$ cat src/rtl/mct_pkg.sv
package mct_pkg;

    localparam int BUS_W = 32;

    // word addresses
    localparam int A_CTRL   = 0;
    localparam int A_COUNT  = 1;
    localparam int A_MCFG   = 2;
    localparam int A_OCFG   = 3;
    localparam int A_CCFG   = 4;
    localparam int A_FLAGS  = 5;
    localparam int A_PINS   = 6;
    localparam int A_MATCH0 = 8;
    localparam int A_SNAP0  = 12;

    typedef enum logic [1:0] {
        SRC_CLK  = 2'b00,
        SRC_RISE = 2'b01,
        SRC_FALL = 2'b10,
        SRC_BOTH = 2'b11
    } cnt_src_e;

    typedef enum logic [1:0] {
        OUT_KEEP = 2'b00,
        OUT_LOW  = 2'b01,
        OUT_HIGH = 2'b10,
        OUT_FLIP = 2'b11
    } out_act_e;

    typedef struct packed {
        logic stop;
        logic clr;
        logic irq;
    } match_cfg_t;

    typedef struct packed {
        logic irq;
        logic fall;
        logic rise;
    } snap_cfg_t;

    function automatic logic next_pin(input out_act_e a, input logic cur);
        logic r;
        unique case (a)
            OUT_LOW:  r = 1'b0;
            OUT_HIGH: r = 1'b1;
            OUT_FLIP: r = ~cur;
            default:  r = cur;
        endcase
        return r;
    endfunction

endpackage

$ cat src/rtl/mct_edge_sync.sv
module mct_edge_sync #(
    parameter int N = 1
) (
    input  logic         clk,
    input  logic         rst,
    input  logic [N-1:0] din,
    output logic [N-1:0] rise,
    output logic [N-1:0] fall
);
    logic [N-1:0] s1_q, s2_q, s3_q;

    always_ff @(posedge clk) begin
        if (rst) begin
            s1_q <= '0;
            s2_q <= '0;
            s3_q <= '0;
        end else begin
            s1_q <= din;
            s2_q <= s1_q;
            s3_q <= s2_q;
        end
    end

    assign rise = s2_q & ~s3_q;
    assign fall = ~s2_q & s3_q;
endmodule

$ cat src/rtl/mct_match_unit.sv
module mct_match_unit
    import mct_pkg::*;
#(
    parameter int CW = 32
) (
    input  logic          clk,
    input  logic          rst,
    input  logic          tick,
    input  logic [CW-1:0] count,
    input  logic [CW-1:0] value,
    input  out_act_e      act,
    output logic          fire,
    output logic          pin
);
    assign fire = tick && (count == value);

    always_ff @(posedge clk) begin
        if (rst)       pin <= 1'b0;
        else if (fire) pin <= next_pin(act, pin);
    end
endmodule

$ cat src/rtl/mct_capture_unit.sv
module mct_capture_unit
    import mct_pkg::*;
#(
    parameter int CW = 32
) (
    input  logic          clk,
    input  logic          rst,
    input  logic          rise,
    input  logic          fall,
    input  snap_cfg_t     cfg,
    input  logic [CW-1:0] count,
    output logic          hit,
    output logic [CW-1:0] snap
);
    assign hit = (rise && cfg.rise) || (fall && cfg.fall);

    always_ff @(posedge clk) begin
        if (rst)      snap <= '0;
        else if (hit) snap <= count;
    end
endmodule

$ cat src/rtl/mct_timer.sv
module mct_timer
    import mct_pkg::*;
#(
    parameter int CW = 32,
    parameter int NM = 4,
    parameter int NC = 4,
    parameter int AW = 4
) (
    input  logic             clk,
    input  logic             rst,
    input  logic             bus_wr,
    input  logic [AW-1:0]    bus_addr,
    input  logic [BUS_W-1:0] bus_wdata,
    output logic [BUS_W-1:0] bus_rdata,
    input  logic             cnt_in,
    input  logic [NC-1:0]    cap_in,
    output logic [NM-1:0]    mat_o,
    output logic             irq_o
);
    localparam int NF = NM + NC;

    logic          run_q, clr_q;
    cnt_src_e      src_q;
    logic [CW-1:0] count_q;
    match_cfg_t    mcfg_q   [NM];
    out_act_e      oact_q   [NM];
    logic [CW-1:0] mval_q   [NM];
    snap_cfg_t     ccfg_q   [NC];
    logic [CW-1:0] snap_w   [NC];
    logic [NF-1:0] flags_q;

    logic [NC:0]   e_rise, e_fall;
    logic          src_edge, tick;
    logic [NM-1:0] fire, m_irq_en, m_clr_en, m_stop_en;
    logic [NC-1:0] c_hit, c_irq_en;
    logic          rst_hit, stop_hit, ctrl_wr, cnt_wr, flag_wr;
    logic [NF-1:0] flag_set;

    assign ctrl_wr = bus_wr && (bus_addr == AW'(A_CTRL));
    assign cnt_wr  = bus_wr && (bus_addr == AW'(A_COUNT));
    assign flag_wr = bus_wr && (bus_addr == AW'(A_FLAGS));

    // synchronizers: bit 0 is the count input, bits NC:1 the snapshot inputs
    mct_edge_sync #(.N(NC + 1)) sync_i (
        .clk  (clk),
        .rst  (rst),
        .din  ({cap_in, cnt_in}),
        .rise (e_rise),
        .fall (e_fall)
    );

    always_comb begin
        unique case (src_q)
            SRC_RISE: src_edge = e_rise[0];
            SRC_FALL: src_edge = e_fall[0];
            SRC_BOTH: src_edge = e_rise[0] | e_fall[0];
            default:  src_edge = 1'b1;
        endcase
    end

    assign tick = run_q && src_edge;

    generate
        for (genvar c = 0; c < NM; c++) begin : g_match
            mct_match_unit #(.CW(CW)) mu_i (
                .clk   (clk),
                .rst   (rst),
                .tick  (tick),
                .count (count_q),
                .value (mval_q[c]),
                .act   (oact_q[c]),
                .fire  (fire[c]),
                .pin   (mat_o[c])
            );
            assign m_irq_en[c]  = mcfg_q[c].irq;
            assign m_clr_en[c]  = mcfg_q[c].clr;
            assign m_stop_en[c] = mcfg_q[c].stop;
        end
        for (genvar c = 0; c < NC; c++) begin : g_snap
            mct_capture_unit #(.CW(CW)) cu_i (
                .clk   (clk),
                .rst   (rst),
                .rise  (e_rise[c+1]),
                .fall  (e_fall[c+1]),
                .cfg   (ccfg_q[c]),
                .count (count_q),
                .hit   (c_hit[c]),
                .snap  (snap_w[c])
            );
            assign c_irq_en[c] = ccfg_q[c].irq;
        end
    endgenerate

    assign rst_hit  = |(fire & m_clr_en);
    assign stop_hit = |(fire & m_stop_en);
    assign flag_set = {c_hit & c_irq_en, fire & m_irq_en};

    // counter and control
    always_ff @(posedge clk) begin
        if (rst) begin
            count_q <= '0;
            run_q   <= 1'b0;
            clr_q   <= 1'b0;
            src_q   <= SRC_CLK;
        end else begin
            if (clr_q)          count_q <= '0;
            else if (cnt_wr)    count_q <= CW'(bus_wdata);
            else if (tick) begin
                if (rst_hit)        count_q <= '0;
                else if (!stop_hit) count_q <= count_q + 1'b1;
            end
            if (ctrl_wr) begin
                run_q <= bus_wdata[0];
                clr_q <= bus_wdata[1];
                src_q <= cnt_src_e'(bus_wdata[3:2]);
            end else if (stop_hit) begin
                run_q <= 1'b0;
            end
        end
    end

    // channel configuration and compare values
    always_ff @(posedge clk) begin
        if (rst) begin
            for (int c = 0; c < NM; c++) begin
                mcfg_q[c] <= '0;
                oact_q[c] <= OUT_KEEP;
                mval_q[c] <= '0;
            end
            for (int c = 0; c < NC; c++) ccfg_q[c] <= '0;
        end else if (bus_wr) begin
            for (int c = 0; c < NM; c++) begin
                if (bus_addr == AW'(A_MCFG))       mcfg_q[c] <= match_cfg_t'(bus_wdata[3*c +: 3]);
                if (bus_addr == AW'(A_OCFG))       oact_q[c] <= out_act_e'(bus_wdata[2*c +: 2]);
                if (bus_addr == AW'(A_MATCH0 + c)) mval_q[c] <= CW'(bus_wdata);
            end
            for (int c = 0; c < NC; c++)
                if (bus_addr == AW'(A_CCFG)) ccfg_q[c] <= snap_cfg_t'(bus_wdata[3*c +: 3]);
        end
    end

    // sticky flags: a new event wins over a clear in the same cycle
    always_ff @(posedge clk) begin
        if (rst) flags_q <= '0;
        else     flags_q <= (flags_q & ~(flag_wr ? NF'(bus_wdata) : '0)) | flag_set;
    end

    assign irq_o = |flags_q;

    // read path
    always_comb begin
        bus_rdata = '0;
        if (bus_addr == AW'(A_CTRL))  bus_rdata[3:0] = {src_q, clr_q, run_q};
        if (bus_addr == AW'(A_COUNT)) bus_rdata = BUS_W'(count_q);
        if (bus_addr == AW'(A_FLAGS)) bus_rdata[NF-1:0] = flags_q;
        if (bus_addr == AW'(A_PINS))  bus_rdata[NM-1:0] = mat_o;
        for (int c = 0; c < NM; c++) begin
            if (bus_addr == AW'(A_MCFG))       bus_rdata[3*c +: 3] = mcfg_q[c];
            if (bus_addr == AW'(A_OCFG))       bus_rdata[2*c +: 2] = oact_q[c];
            if (bus_addr == AW'(A_MATCH0 + c)) bus_rdata = BUS_W'(mval_q[c]);
        end
        for (int c = 0; c < NC; c++) begin
            if (bus_addr == AW'(A_CCFG))      bus_rdata[3*c +: 3] = ccfg_q[c];
            if (bus_addr == AW'(A_SNAP0 + c)) bus_rdata = BUS_W'(snap_w[c]);
        end
    end
endmodule

$ cat config.mk
export PLATFORM = sky130hd
export DESIGN_NAME = mct_timer
export DESIGN_NICKNAME = d
export VERILOG_FILES = /design/src/rtl/mct_pkg.sv /design/src/rtl/mct_edge_sync.sv /design/src/rtl/mct_match_unit.sv /design/src/rtl/mct_capture_unit.sv /design/src/rtl/mct_timer.sv
export SDC_FILE = /design/constraint.sdc
export NUM_CORES = 1
export LEC_CHECK = 0
export ABC_AREA = 1
export BUFFER_PORTS_ARGS = -buffer_cell sky130_fd_sc_hd__buf_2
export CORE_MARGIN = 2
export CORE_UTILIZATION = 24
export CTS_CLUSTER_SIZE = 14
export DETAILED_ROUTE_END_ITERATION = 7
export HOLD_SLACK_MARGIN = 0.05
export SLEW_MARGIN = 15
export SYNTH_ARGS = -nofsm -noshare
export SYNTH_HDL_FRONTEND = slang
export SYNTH_SLANG_ARGS = --single-unit
$ cat constraint.sdc
create_clock -name clk -period 4.2 [get_ports clk]
set_input_delay 0.84 -clock clk [delete_from_list [all_inputs] [get_ports clk]]
set_output_delay 0.84 -clock clk [all_outputs]
set_load 0.03 [all_outputs]
-- Word level (Yosys, flattened, before mapping)
Memory sizes are Yosys's and may differ from the RTL's.
Index checks and enable logic that the tools add are counted.
- bitwise gates (word level): 32
- multiply operators: 0
- divide/modulo/power cells: 0
- add/subtract/negate cells: 1
- reduce and logical (&&, ||, !) cells: 36
- multiplexer cells: 82
- shift operators: 0
- $lt $le $gt $ge: 0
- eq/ne operators: 34
- operators with widths (operator ; count):
    2-to-1 mux 32 bit ; 17
    equality test 32 bit ; 4
    2-to-1 mux 3 bit ; 16
    adder 32 x 1 -> 32 bit, second input constant ; 1
    equality test 4 bit, second input constant ; 8
    2-to-1 mux 1 bit ; 32
    equality test 2 bit, second input constant ; 10
    OR 1 bit ; 17
    bitwise AND 4 bit ; 4
    logical AND 1 bit ; 16
    2-to-1 mux 2 bit ; 8
    2-to-1 mux 8 bit ; 2
    one-hot mux 1 bit (3 select lines) ; 5
    equality test 4 x 3 -> 1 bit, second input constant ; 3
    nonzero test 3 bit ; 4
    bitwise AND 5 bit ; 2
    equality test 2 x 1 -> 1 bit, second input constant ; 5
    NOT 5 bit ; 2
    AND reduction 2 bit ; 5
    bitwise AND 8 bit ; 1
    equality test 4 x 2 -> 1 bit, second input constant ; 2
    2-to-1 mux 4 bit ; 2
    NOT 8 bit ; 1
    OR 8 bit ; 1
    9 further kinds ; 17
- word-level logic and storage cells: 205
- memories: 4
- memory bits (writable): 160
- bits in read-only memories: 0
- input bits: 44
- output and inout port bits: 37
- latch bits: 0
- register bits after elaboration: 191
- memory list (name ; depth ; width ; rd ports ; clocked after Yosys merged registers in ; write ports ; line ; RTL):
    mval_q ; 4 ; 32 ; 4 ; 0 ; 4 ; mct_timer.sv:27 ; logic [CW-1:0] mval_q [NM];
    ccfg_q ; 4 ; 3 ; 4 ; 0 ; 4 ; mct_timer.sv:28 ; snap_cfg_t ccfg_q [NC];
    mcfg_q ; 4 ; 3 ; 4 ; 0 ; 4 ; mct_timer.sv:25 ; match_cfg_t mcfg_q [NM];
    oact_q ; 4 ; 2 ; 4 ; 0 ; 4 ; mct_timer.sv:26 ; out_act_e oact_q [NM];

-- Longest topological paths before layout
- depth after elaboration: 23
- gate-level depth with buffers: 21
- mapped depth without buffers: 18

-- Modules after synthesis
Synthesis repeated with hierarchy kept, for this count alone.
- cells, all modules: 3184
- area total of the unflattened synthesis: 21170.3 um^2
- by module, submodules not included (module ; sequential area each (um^2) ; cells each ; area an instance (um^2) ; instances):
    mct_timer ; 5685.5 ; 1351 ; 10825.4 ; 1
    mct_capture_unit ; 640.6 ; 213 ; 1485.2 ; 4
    mct_match_unit ; 20.0 ; 230 ; 980.9 ; 4
    mct_edge_sync ; 300.3 ; 61 ; 480.5 ; 1

-- Worst setup path before layout
No wires, ideal clock.
- path type: input to register
- start point: input port bus_addr[0]
- end point: memory mval_q[0][0], enable pin
- stages: 5
- setup slack: -181 ps
- arrival time: 3916 ps
- library setup time: 466 ps
- path buffers: 0
- data required time: 3734 ps
- cells stage by stage: nor2_1 -> inv_1 -> nor2_1 -> inv_1 -> o21ai_0
- RTL lines (what ; line ; RTL):
    from (decl) ; mct_timer.sv:12 ; input logic [AW-1:0] bus_addr,
    to (decl) ; mct_timer.sv:27 ;

-- Final worst setup path
- start point: input port bus_addr[2]
- end point: output port bus_rdata[28]
- longest elaborated chain between the ends: 10
- elaborated cells between the ends (all ways): 18
- those cells by class: eq/ne: 9; mux: 9
- ends and longest elaborated chain (what ; line ; RTL):
    equality test 4 x 1 -> 1 bit ; mct_timer.sv:154 ; if (bus_addr == AW'(A_COUNT)) bus_rdata = BUS_W'(count_q);
    2-to-1 mux 32 bit ; mct_timer.sv:154 ;
    2-to-1 mux 32 bit (4 in series) ; mct_timer.sv:160 ; if (bus_addr == AW'(A_MATCH0 + c)) bus_rdata = BUS_W'(mval_q[c]);
    2-to-1 mux 32 bit (3 in series) ; mct_timer.sv:164 ; if (bus_addr == AW'(A_SNAP0 + c)) bus_rdata = BUS_W'(snap_w[c]);
    2-to-1 mux 32 bit (*) ; mct_timer.sv:164 ;
    to (decl) ; mct_timer.sv:14 ; output logic [BUS_W-1:0] bus_rdata,
Mark *: on every way between the ends. The rest lies on a longest branch, timed or not.

==> impl_metrics.csv <==
group,metric,value,unit
cts,clockBufferDepth,3,
routing,first_pass_iters,6,
die,fp.dieArea,0.0756,mm2
sta,skew,18.8,ps
sta,final-hold-violation-count,0,
final_layout,drive_gt1_share,11.8,%
synthesis,yosys_most_used_dff,"dfxtp_1",
sta,post-route-period-util,91.7,%
cts,hold_buffers,0,
cts,cts.sinks,351,
die,fp.dieW,275,um
final_layout,n_antenna_cell,0,
synthesis,synth_fp_nets,2235,
cts,clk_latency,540,ps
sta,slew_viol_final,0,
synthesis,syn_area,0.0176,mm2
sta,rsz0062_at_grt,"no",
die,num_io_pins,81,
routing,routed_wl,69400,um
run_status,outcome,"complete, no violations",
synthesis,ys_seq_elements,351,
final_layout,layout.nets,2279,
sta,period_needed,3850,ps
synthesis,synthTopCellsByArea,"edfxtp_1, dfxtp_1, nand2_1",
die,rows,99,
sta,slew_headroom,30.2,%
sta,tns,0,ps
synthesis,syn_inst,2188,
synthesis,synth.distinct_cells,48,
pwr,p_leak,7.75,nW
cts,cts_made_buffers,37,
routing,viasPerCell,4.93,
cts,clkTransAtPathRegs,50,ps
setup_path,arrival,3010,ps
routing,vias,15900,
setup_path,cp_data_required_time,3360,ps
placement,gp_congestion,1.00,
global_routing,grt_max_degree,65,
hold_path,hp-class,"flop to flop",
setup_path,r2r_slack,780,ps
placement,port_buffers,80,
job,maxCapViolations,0,
sta,setup_viol,0,
sta,worst_pin_slew,1050,ps
pwr,vdd_drop_max,0.296,mV
cts,cts_tree,"done",
hold_path,worstHoldPathCells,2,
placement,dpl.cell_count,3152,
synthesis,synth_edf_count,160,
pwr,power_density,390,mW/mm2
final_layout,area_growth,15.1,%
cts,cts_setup_buffers,0,
synthesis,avgSynthCellArea,8.05,um2
final_layout,final_cells,3217,
setup_path,endpoint_kind,"output pin",
global_routing,grt_pass1_vias,14800,
cts,cts_resized,0,
setup_path,critPathMaxFanout,7,
setup_path,criticalPathCategory,"input pin to output pin",
final_layout,fillers,7915,
setup_path,cp-start-kind,"input pin",
routing,route.detailed.drc,0,
synthesis,ys_warn_count,0,
cts,clk_root_buffer_cell,"clkbuf_16",
synthesis,synth_seq_area_share,49.0,%
die,core_area,0.0728,mm2
final_layout,regArea,0.00863,mm2
routing,postRouteAntennaNets,0,
global_routing,gr-usage-all-layers,17.9,%
cts,h-tree-depth,2,
sta,fmax,0.260,GHz
placement,dpl.hpwl,51600,um
synthesis,synth_top_area_cell,"edfxtp_1",
global_routing,antenna_found_initial,2,
global_routing,grt_pass1_wl,100000,um
setup_path,r2r_cells,18,
synthesis,async_flop_share,0,%
routing,drt_iter0_drc,1681,
synthesis,yosysTopAreaCellShare,27.3,%
die,fp.dieH,275,um
die,initial_utilization,24.2,%
global_routing,grt-ovfl-total,0,
routing,wire_per_inst,21.6,um
final_layout,multi_input_area,0.00745,mm2
[power by group]
| part | switching [mW] | internal (mW) | total (mW) |
|---|---|---|---|
| clock | 1.41 | 1.81 | 3.22 |
| sequential | 0.131 | 3.75 | 3.88 |
| combinational | 0.577 | 0.224 | 0.801 |
[worst max-delay path, stage by stage]
cell,delay [ps]
buf_2,100
inv_1,50
nand2_1,180
nor2_2,80
inv_1,390
nor2_1,80
a2111oi_0,480
o21ai_0,160
buf_4,190
a21oi_1,120
o2111ai_1,130
buf_2,200
[registers in the layout (all words and copies together) (netlist names), 8 cells and up]
name and count:
ccfg_q 12, flags_q 8, count_q 32, oact_q 8
g_snap.cu_i.snap 128, mval_q 128, mcfg_q 12
[cell families after synthesis]
kind of cell,count (synthesis),share of synthesized area [%]
buffers and inverters,380,9.10
AOI/OAI and AO/OA,431,15.4
xor gates and xnor gates,71,3.53
adders and majority gates,3,0.213
DFF,351,49.0
and+or+nand+nor,952,22.8
[worst paths after layout]
path,startpoint,endpoint
setup / recovery,bus_addr[2],bus_rdata[28]
hold reg to reg,sync_i.s1_q[3],sync_i.s2_q[3]
hold / removal,sync_i.s1_q[3],sync_i.s2_q[3]
setup reg to reg,count_q[25],count_q[4]
[cell usage in the layout, fill, tap and decap left out, types with 9 or more instances in the layout]
cell / instances
nor2_2: 15
nand3_1: 60
buf_2: 79
nor3_1: 21
xor2_1: 36
nand4_1: 54
clkbuf_1: 11
clkbuf_16: 38
a221oi_1: 9
a21oi_1: 107
o2111ai_1: 44
inv_2: 24
nor2_1: 343
edfxtp_1: 160
or2_2: 10
buf_4: 56
a211oi_1: 97
dfxtp_1: 191
o21ai_1: 10
nand2_1: 418
o211ai_1: 18
o21ai_0: 122
xnor2_1: 35
inv_1: 213
[cell usage after synthesis (2+ instances only)]
cell / instances
nand4_2: 3
buf_6: 11
buf_1: 6
nand4_1: 54
nand3b_1: 2
nor2_2: 9
nor3_2: 4
a21oi_1: 107
clkinv_1: 7
nand3_1: 60
dfxtp_1: 191
o221ai_1: 3
nor3_1: 21
o21ai_1: 9
ha_1: 3
inv_2: 23
nor2_1: 350
o211ai_1: 18
buf_4: 19
a211oi_1: 97
nor2_4: 3
a2111oi_0: 3
buf_2: 16
a221o_1: 2
a21o_1: 4
xnor2_1: 35
or2_2: 10
nor4_1: 7
inv_1: 214
a221oi_1: 9
clkbuf_1: 83
or2_1: 4
edfxtp_1: 160
nand2_1: 418
o2111ai_1: 44
xor2_1: 36
o22ai_1: 5
o21ai_0: 127
nand2_4: 2
[cell type report]
cell class	instances	share of cell area, %
clock buffer	58	5.46
clock inverter	7	0.204
inverter	245	4.55
multi-input combinational	1457	36.8
sequential	351	42.6
tap	959	5.92
timing repair buffer	140	4.52
[metrics by stage]
stage          setup slack, ps  utilization [%]  cell area (um2)  power, mW  hold WS [ps]
2_1_floorplan              684                -            17600       4.39           388
4_1_cts                    429             27.8            20300       7.91           405
3_5_place_dp               426             26.2            19100       4.74           401
5_1_grt                    213             27.8            20300       8.13           421
6_report                   348             27.8            20300       7.91           403
3_3_place_gp               449             26.2            19100       4.74           391
[layer usage]
metal	part of all wire (%)	up-vias	GRT usage (%)	wire (um)
li1	-	7421	-	-
met1	41	7499	23.6	28600
met2	46	790	29.0	31700
met3	8.2	164	2.51	5710
met4	4.9	0	8.15	3370
met5	0	-	0	0
Note: power is estimated with default switching activity, not from simulation.
